## src/rtl/acc_uop_pkg.sv

```systemverilog
package acc_uop_pkg;
  parameter int AC_W = 12;
  localparam int LA_W = AC_W + 1;

  typedef struct packed {
    logic grp_skip;
    logic a_clr_ac;
    logic a_clr_lk;
    logic a_cmp_ac;
    logic a_cmp_lk;
    logic a_rot_r;
    logic a_rot_l;
    logic a_twice;
    logic a_inc;
    logic s_neg;
    logic s_zero;
    logic s_link;
    logic s_sense;
    logic s_clr_ac;
  } uop_t;

  function automatic logic [LA_W-1:0] rot_left(input logic [LA_W-1:0] v);
    return {v[LA_W-2:0], v[LA_W-1]};
  endfunction

  function automatic logic [LA_W-1:0] rot_right(input logic [LA_W-1:0] v);
    return {v[0], v[LA_W-1:1]};
  endfunction

  // Returns {link, ac} after phase 1.
  function automatic logic [LA_W-1:0] phase1_fn(input logic [AC_W-1:0] ac,
                                                 input logic lk, input uop_t u);
    logic [AC_W-1:0] a;
    logic l;
    a = u.a_clr_ac ? '0 : ac;
    l = u.a_clr_lk ? 1'b0 : lk;
    if (u.a_cmp_ac) a = ~a;
    if (u.a_cmp_lk) l = ~l;
    return {l, a};
  endfunction

  // Returns {link, ac} after phase 2.
  function automatic logic [LA_W-1:0] phase2_fn(input logic [AC_W-1:0] ac,
                                                 input logic lk, input uop_t u);
    logic [AC_W:0] sum;
    logic [LA_W-1:0] v;
    v = {lk, ac};
    if (u.a_inc) begin
      sum = {1'b0, ac} + {{AC_W{1'b0}}, 1'b1};
      v = {lk ^ sum[AC_W], sum[AC_W-1:0]};
    end
    if (u.a_rot_l && !u.a_rot_r) begin
      v = rot_left(v);
      if (u.a_twice) v = rot_left(v);
    end else if (u.a_rot_r && !u.a_rot_l) begin
      v = rot_right(v);
      if (u.a_twice) v = rot_right(v);
    end
    if (u.s_clr_ac) v[AC_W-1:0] = '0;
    return v;
  endfunction

  function automatic logic skip_fn(input logic [AC_W-1:0] ac, input logic lk,
                                   input uop_t u);
    logic any;
    any = (u.s_neg && ac[AC_W-1]) || (u.s_zero && (ac == '0)) || (u.s_link && lk);
    return u.grp_skip && (any ^ u.s_sense);
  endfunction
endpackage

```

## src/rtl/uop_decode.sv

```systemverilog
module uop_decode
  import acc_uop_pkg::*;
(
  input  logic [8:0] op_bits,
  output uop_t       uop
);
  logic grp;
  assign grp = op_bits[8];

  always_comb begin
    uop          = '0;
    uop.grp_skip = grp;
    uop.a_clr_ac = !grp && op_bits[7];
    uop.a_clr_lk = !grp && op_bits[6];
    uop.a_cmp_ac = !grp && op_bits[5];
    uop.a_cmp_lk = !grp && op_bits[4];
    uop.a_rot_r  = !grp && op_bits[3];
    uop.a_rot_l  = !grp && op_bits[2];
    uop.a_twice  = !grp && op_bits[1];
    uop.a_inc    = !grp && op_bits[0];
    uop.s_clr_ac = grp && op_bits[7];
    uop.s_neg    = grp && op_bits[6];
    uop.s_zero   = grp && op_bits[5];
    uop.s_link   = grp && op_bits[4];
    uop.s_sense  = grp && op_bits[3];
  end
endmodule

```

## src/rtl/uop_phase1.sv

```systemverilog
module uop_phase1
  import acc_uop_pkg::*;
(
  input  logic [AC_W-1:0] ac_i,
  input  logic            lk_i,
  input  uop_t            uop,
  output logic [AC_W-1:0] ac_o,
  output logic            lk_o,
  output logic            skip_o
);
  logic [LA_W-1:0] res;
  assign res    = phase1_fn(ac_i, lk_i, uop);
  assign ac_o   = res[AC_W-1:0];
  assign lk_o   = res[AC_W];
  assign skip_o = skip_fn(ac_i, lk_i, uop);
endmodule

```

## src/rtl/uop_phase2.sv

```systemverilog
module uop_phase2
  import acc_uop_pkg::*;
(
  input  logic [AC_W-1:0] ac_i,
  input  logic            lk_i,
  input  uop_t            uop,
  output logic [AC_W-1:0] ac_o,
  output logic            lk_o
);
  logic [LA_W-1:0] res;
  assign res  = phase2_fn(ac_i, lk_i, uop);
  assign ac_o = res[AC_W-1:0];
  assign lk_o = res[AC_W];
endmodule

```

## src/rtl/acc_uop_unit.sv

```systemverilog
module acc_uop_unit
  import acc_uop_pkg::*;
(
  input  logic            clk,
  input  logic            rst_n,
  input  logic            start,
  input  logic [11:0]     instr,
  input  logic [AC_W-1:0] ac_in,
  input  logic            link_in,
  output logic [AC_W-1:0] ac_out,
  output logic            link_out,
  output logic            skip,
  output logic            done
);
  uop_t            dec_uop, uop_q;
  logic [AC_W-1:0] p1_ac, p2_ac, ac_q;
  logic            p1_lk, p2_lk, lk_q;
  logic            p1_skip, skip_q;
  logic            busy_q, done_q;

  // Named events for the checker.
  logic accept;
  logic phase2_fire;
  assign accept      = start && !busy_q;
  assign phase2_fire = busy_q;

  uop_decode u_dec (
    .op_bits (instr[8:0]),
    .uop     (dec_uop)
  );

  uop_phase1 u_p1 (
    .ac_i   (ac_in),
    .lk_i   (link_in),
    .uop    (dec_uop),
    .ac_o   (p1_ac),
    .lk_o   (p1_lk),
    .skip_o (p1_skip)
  );

  uop_phase2 u_p2 (
    .ac_i (ac_q),
    .lk_i (lk_q),
    .uop  (uop_q),
    .ac_o (p2_ac),
    .lk_o (p2_lk)
  );

  always_ff @(posedge clk) begin
    if (!rst_n) begin
      ac_q   <= '0;
      lk_q   <= 1'b0;
      skip_q <= 1'b0;
      uop_q  <= '0;
      busy_q <= 1'b0;
      done_q <= 1'b0;
    end else begin
      done_q <= phase2_fire;
      if (accept) begin
        ac_q   <= p1_ac;
        lk_q   <= p1_lk;
        skip_q <= p1_skip;
        uop_q  <= dec_uop;
        busy_q <= 1'b1;
      end else if (phase2_fire) begin
        ac_q   <= p2_ac;
        lk_q   <= p2_lk;
        busy_q <= 1'b0;
      end
    end
  end

  assign ac_out   = ac_q;
  assign link_out = lk_q;
  assign skip     = skip_q;
  assign done     = done_q;
endmodule

```

## config.mk

```make
export PLATFORM = sky130hd
export DESIGN_NAME = acc_uop_unit
export DESIGN_NICKNAME = d
export VERILOG_FILES = /design/src/rtl/acc_uop_pkg.sv /design/src/rtl/uop_decode.sv /design/src/rtl/uop_phase1.sv /design/src/rtl/uop_phase2.sv /design/src/rtl/acc_uop_unit.sv
export SDC_FILE = /design/constraint.sdc
export NUM_CORES = 1
export LEC_CHECK = 0
export BUFFER_PORTS_ARGS = -buffer_cell sky130_fd_sc_hd__buf_4
export CAP_MARGIN = 20
export CORE_MARGIN = 3
export CORE_UTILIZATION = 40
export DETAILED_ROUTE_END_ITERATION = 12
export PLACE_DENSITY = 0.6
export SKIP_CTS_REPAIR_TIMING = 1
export SLEW_MARGIN = 25
export SYNTH_ARGS = -nofsm -noshare
export SYNTH_HDL_FRONTEND = slang
export SYNTH_SLANG_ARGS = --single-unit
```

## constraint.sdc

```tcl
create_clock -name clk -period 2.5 [get_ports clk]
set_clock_uncertainty 0.15 [all_clocks]
set_input_delay 0.5 -clock clk [delete_from_list [all_inputs] [get_ports clk]]
set_output_delay 0.5 -clock clk [all_outputs]
set_load 0.1 [all_outputs]
```

==> summary.txt <==
Worst setup path
  • Critical path launch point type: flip-flop
  • CP max stage cell: dfxtp_2
  • R2r startpoint: ac_out[0]
  • Crit-path cells: ha_1 > nand2_1 > nor4_4 > xnor2_1 > mux2i_1 > a211oi_1 > o32ai_1
  • Delay-heaviest family, CP: simple AND/OR/NAND/NOR gates
  • Reg-to-reg setup timing slack: 0.30 ns
  • CP Data Required Time: 2.49 ns
  • Worst R2R End: ac_out[10]
  • R2R depth: 7
  • WP data arrival: 2.20 ns
  • Worst path bufs/invs: 0
  • Crit end category: flip-flop
  • CP max FO: 7
  • Crit path largest cell delay: 0.34 ns
  • Type of the worst setup path: reg2reg

Floorplan
  • Ports: 43
  • Die ar.: 6370 µm²
  • Initial Util: 42.1%
  • Die X: 79.8 µm
  • Height of the die: 79.8 µm
  • Core area: 5170 µm²
  • Rows: 26

Placed design
  • Gp weighted congestion: 0.919
  • Placed cell areas: 2600 µm²
  • Pre-CTS WS: 0.301 ns
  • Detailed Place HPWL: 5520 µm
  • PortBufs: 39

Yosys
  • Top FF cell, synth: dfxtp_1
  • Synth cell types: 60
  • Synth Area per Inst: 6.94 µm²
  • Post-synth EDFFs: 0
  • Post-Synthesis Cells: 314
  • YS warnings: 0
  • Register bit count reported by yosys: 21
  • Post-synth ARST share: 0%
  • Syn Nets: 343
  • Synth Cell Area: 2180 µm²
  • Part of the Yosys area used for sequential elements: 19.3%

Final layout
  • Fillers: 521
  • Final Cell Area: 2640 µm²
  • Area grow syn2layout: 21.3%
  • Final net count: 378
  • Share of post-route cells with drive strength above 1: 24.7%
  • Most common cell after layout, fill and taps aside: buf_4
  • Ant diodes: 0
  • Commonest cells after routing, fill and taps aside: 58 x buf_4, 36 x a21oi_1, 33 x nand2_1, 25 x nor2_1, 22 x o21ai_0

Timing
  • Min Tclk post-route: 2.20 ns
  • Tightest Pin Transition: 0.606 ns
  • Final worst setup slack: 0.296 ns
  • Fin crit share: 88.2%
  • Final Setup Violations: 0
  • RSZ-0062 raised after global routing: no
  • Max-slew violations: 0
  • Minimum hold slack: 0.320 ns
  • Fmax: 0.454 GHz
  • Fin Setup TNS: 0 ns
  • Fin. Hold Viols: 0
  • Max-slew headroom: 59.3%

Clock network
  • H-tree Lvls: 1
  • Reg clk slew, reported paths: 0.08 ns
  • Clock buffer count from CTS: 3
  • Clock sinks: 21
  • CTS tree: built
  • Skew-Pair Late Insertion Delay: 0.26 ns
  • CTS Root Cell: clkbuf_8
  • Bufs on Longest Clock Path: 2

Power and ir drop
  • Total power: 1.19 mW
  • P per Cell Area: 451 nW/µm²
  • Leak: 0.942 nW
  • Maximum vdd ir drop: 0.256 mV

GRT
  • Total GRT Usage: 23.2%
  • Vias in the first global route: 2,322
  • Antenna violations before repair: 0
  • Global-route wire length before repair: 11,600 µm
  • Largest net degree at the start of global routing: 26
  • Grt total ovfl: 0

Detailed routing
  • Final WL: 7320 µm
  • Per-cell routed wire length: 17.5 µm
  • Final ANT Viol Nets: 0
  • Initial DRC count: 248
  • Residual DRC: 0
  • Vias: 2,587
  • Pre-antenna DRT Iters: 5
  • Via density: 6.19

Hold path
  • Worst hold stages: 2
  • WHS Endpoint: skip
  • HP Class: reg2reg
  • Hold wc startpoint: skip

Run status
  • Outcome: finished clean

Run
  • Number of max-cap violations: 0
[where the power goes]
part           switching [mW]  leakage, nW  internal (mW)
sequential             0.0506        0.176          0.365
clock                   0.115       0.0228          0.114
combinational           0.369        0.743          0.177
[routing by layer]
metal  global-route usage, %  part of all wire (%)  vias up
li1                        -                     -     1259
met1                    33.3                    46     1199
met2                    35.6                    45      115
met3                    3.05                   6.6       14
met4                    7.94                   2.2        0
met5                       0                     0        -
[worst max-delay path by stage]
stage | from | to | slack (ns) | cells past startpoint
2_1_floorplan | ac_out[10] | ac_out[10] | 0.03 | 6
3_3_place_gp | ac_out[0] | ac_out[10] | 0.28 | 7
3_5_place_dp | start | ac_out[8] | 0.30 | 7
4_1_cts | ac_out[1] | ac_out[10] | 0.30 | 7
5_1_grt | ac_out[0] | ac_out[10] | 0.17 | 7
6_report | ac_out[0] | ac_out[10] | 0.30 | 7
[flip-flops by register name, indices dropped and copies added (netlist names)]
name      count
done          1
uop_q         5
busy_q        1
skip          1
ac_out       12
link_out      1
[metrics by stage]
step / cells / util, %
6_report: 418 / 51.1
5_1_grt: 418 / 51.1
4_1_cts: 418 / 51.1
3_5_place_dp: 414 / 50.2
3_3_place_gp: 414 / 50.2
2_1_floorplan: 314 / -
[worst reg2reg max path, cell delays in order (launching register included)]
cell and delay, ns:
dfxtp_2 0.34, ha_1 0.33, nand2_1 0.17, nor4_4 0.28, xnor2_1 0.27, mux2i_1 0.14, a211oi_1 0.28, o32ai_1 0.12
[Yosys cell counts, types with 5 or more instances]
cell / count / area (µm²)
nor2b_1: 6 / 37.5
inv_1: 7 / 26.3
a211oi_1: 7 / 52.6
a21oi_1: 36 / 180
o21ai_0: 22 / 110
nand3_1: 8 / 40.0
dfxtp_1: 21 / 420
mux2i_1: 7 / 70.1
nand4_1: 5 / 31.3
xnor2_1: 11 / 96.3
nand3b_1: 6 / 45.0
nand2_1: 33 / 124
nor3_1: 7 / 35.0
o22ai_1: 11 / 68.8
nor2_1: 25 / 93.8
o211ai_1: 7 / 52.6
clkbuf_1: 16 / 60.1
buf_2: 7 / 35.0
[kinds of logic (layout without fill, tap and decap cells)]
| kind of cell | after synthesis | after routing | synth area share [%] |
|---|---|---|---|
| muxes | 8 | 8 | 3.73 |
| AOI/OAI and AO/OA | 117 | 117 | 34.6 |
| buffers and inverters | 35 | 69 | 6.55 |
| and+or+nand+nor | 118 | 118 | 29.6 |
| DFF | 21 | 21 | 19.3 |
| xor gates and xnor gates | 14 | 14 | 5.63 |
| adders and majority gates | 1 | 1 | 0.574 |
[cell type report]
class	instances	area (µm²)	area share (%)
clock buffer	4	45.0	1.71
inverter	7	26.3	0.995
multi-input combinational	258	1620	61.2
sequential	21	432	16.3
tap	70	87.6	3.32
timing repair buffer	58	435	16.5
(Power assumes the default switching activity.)
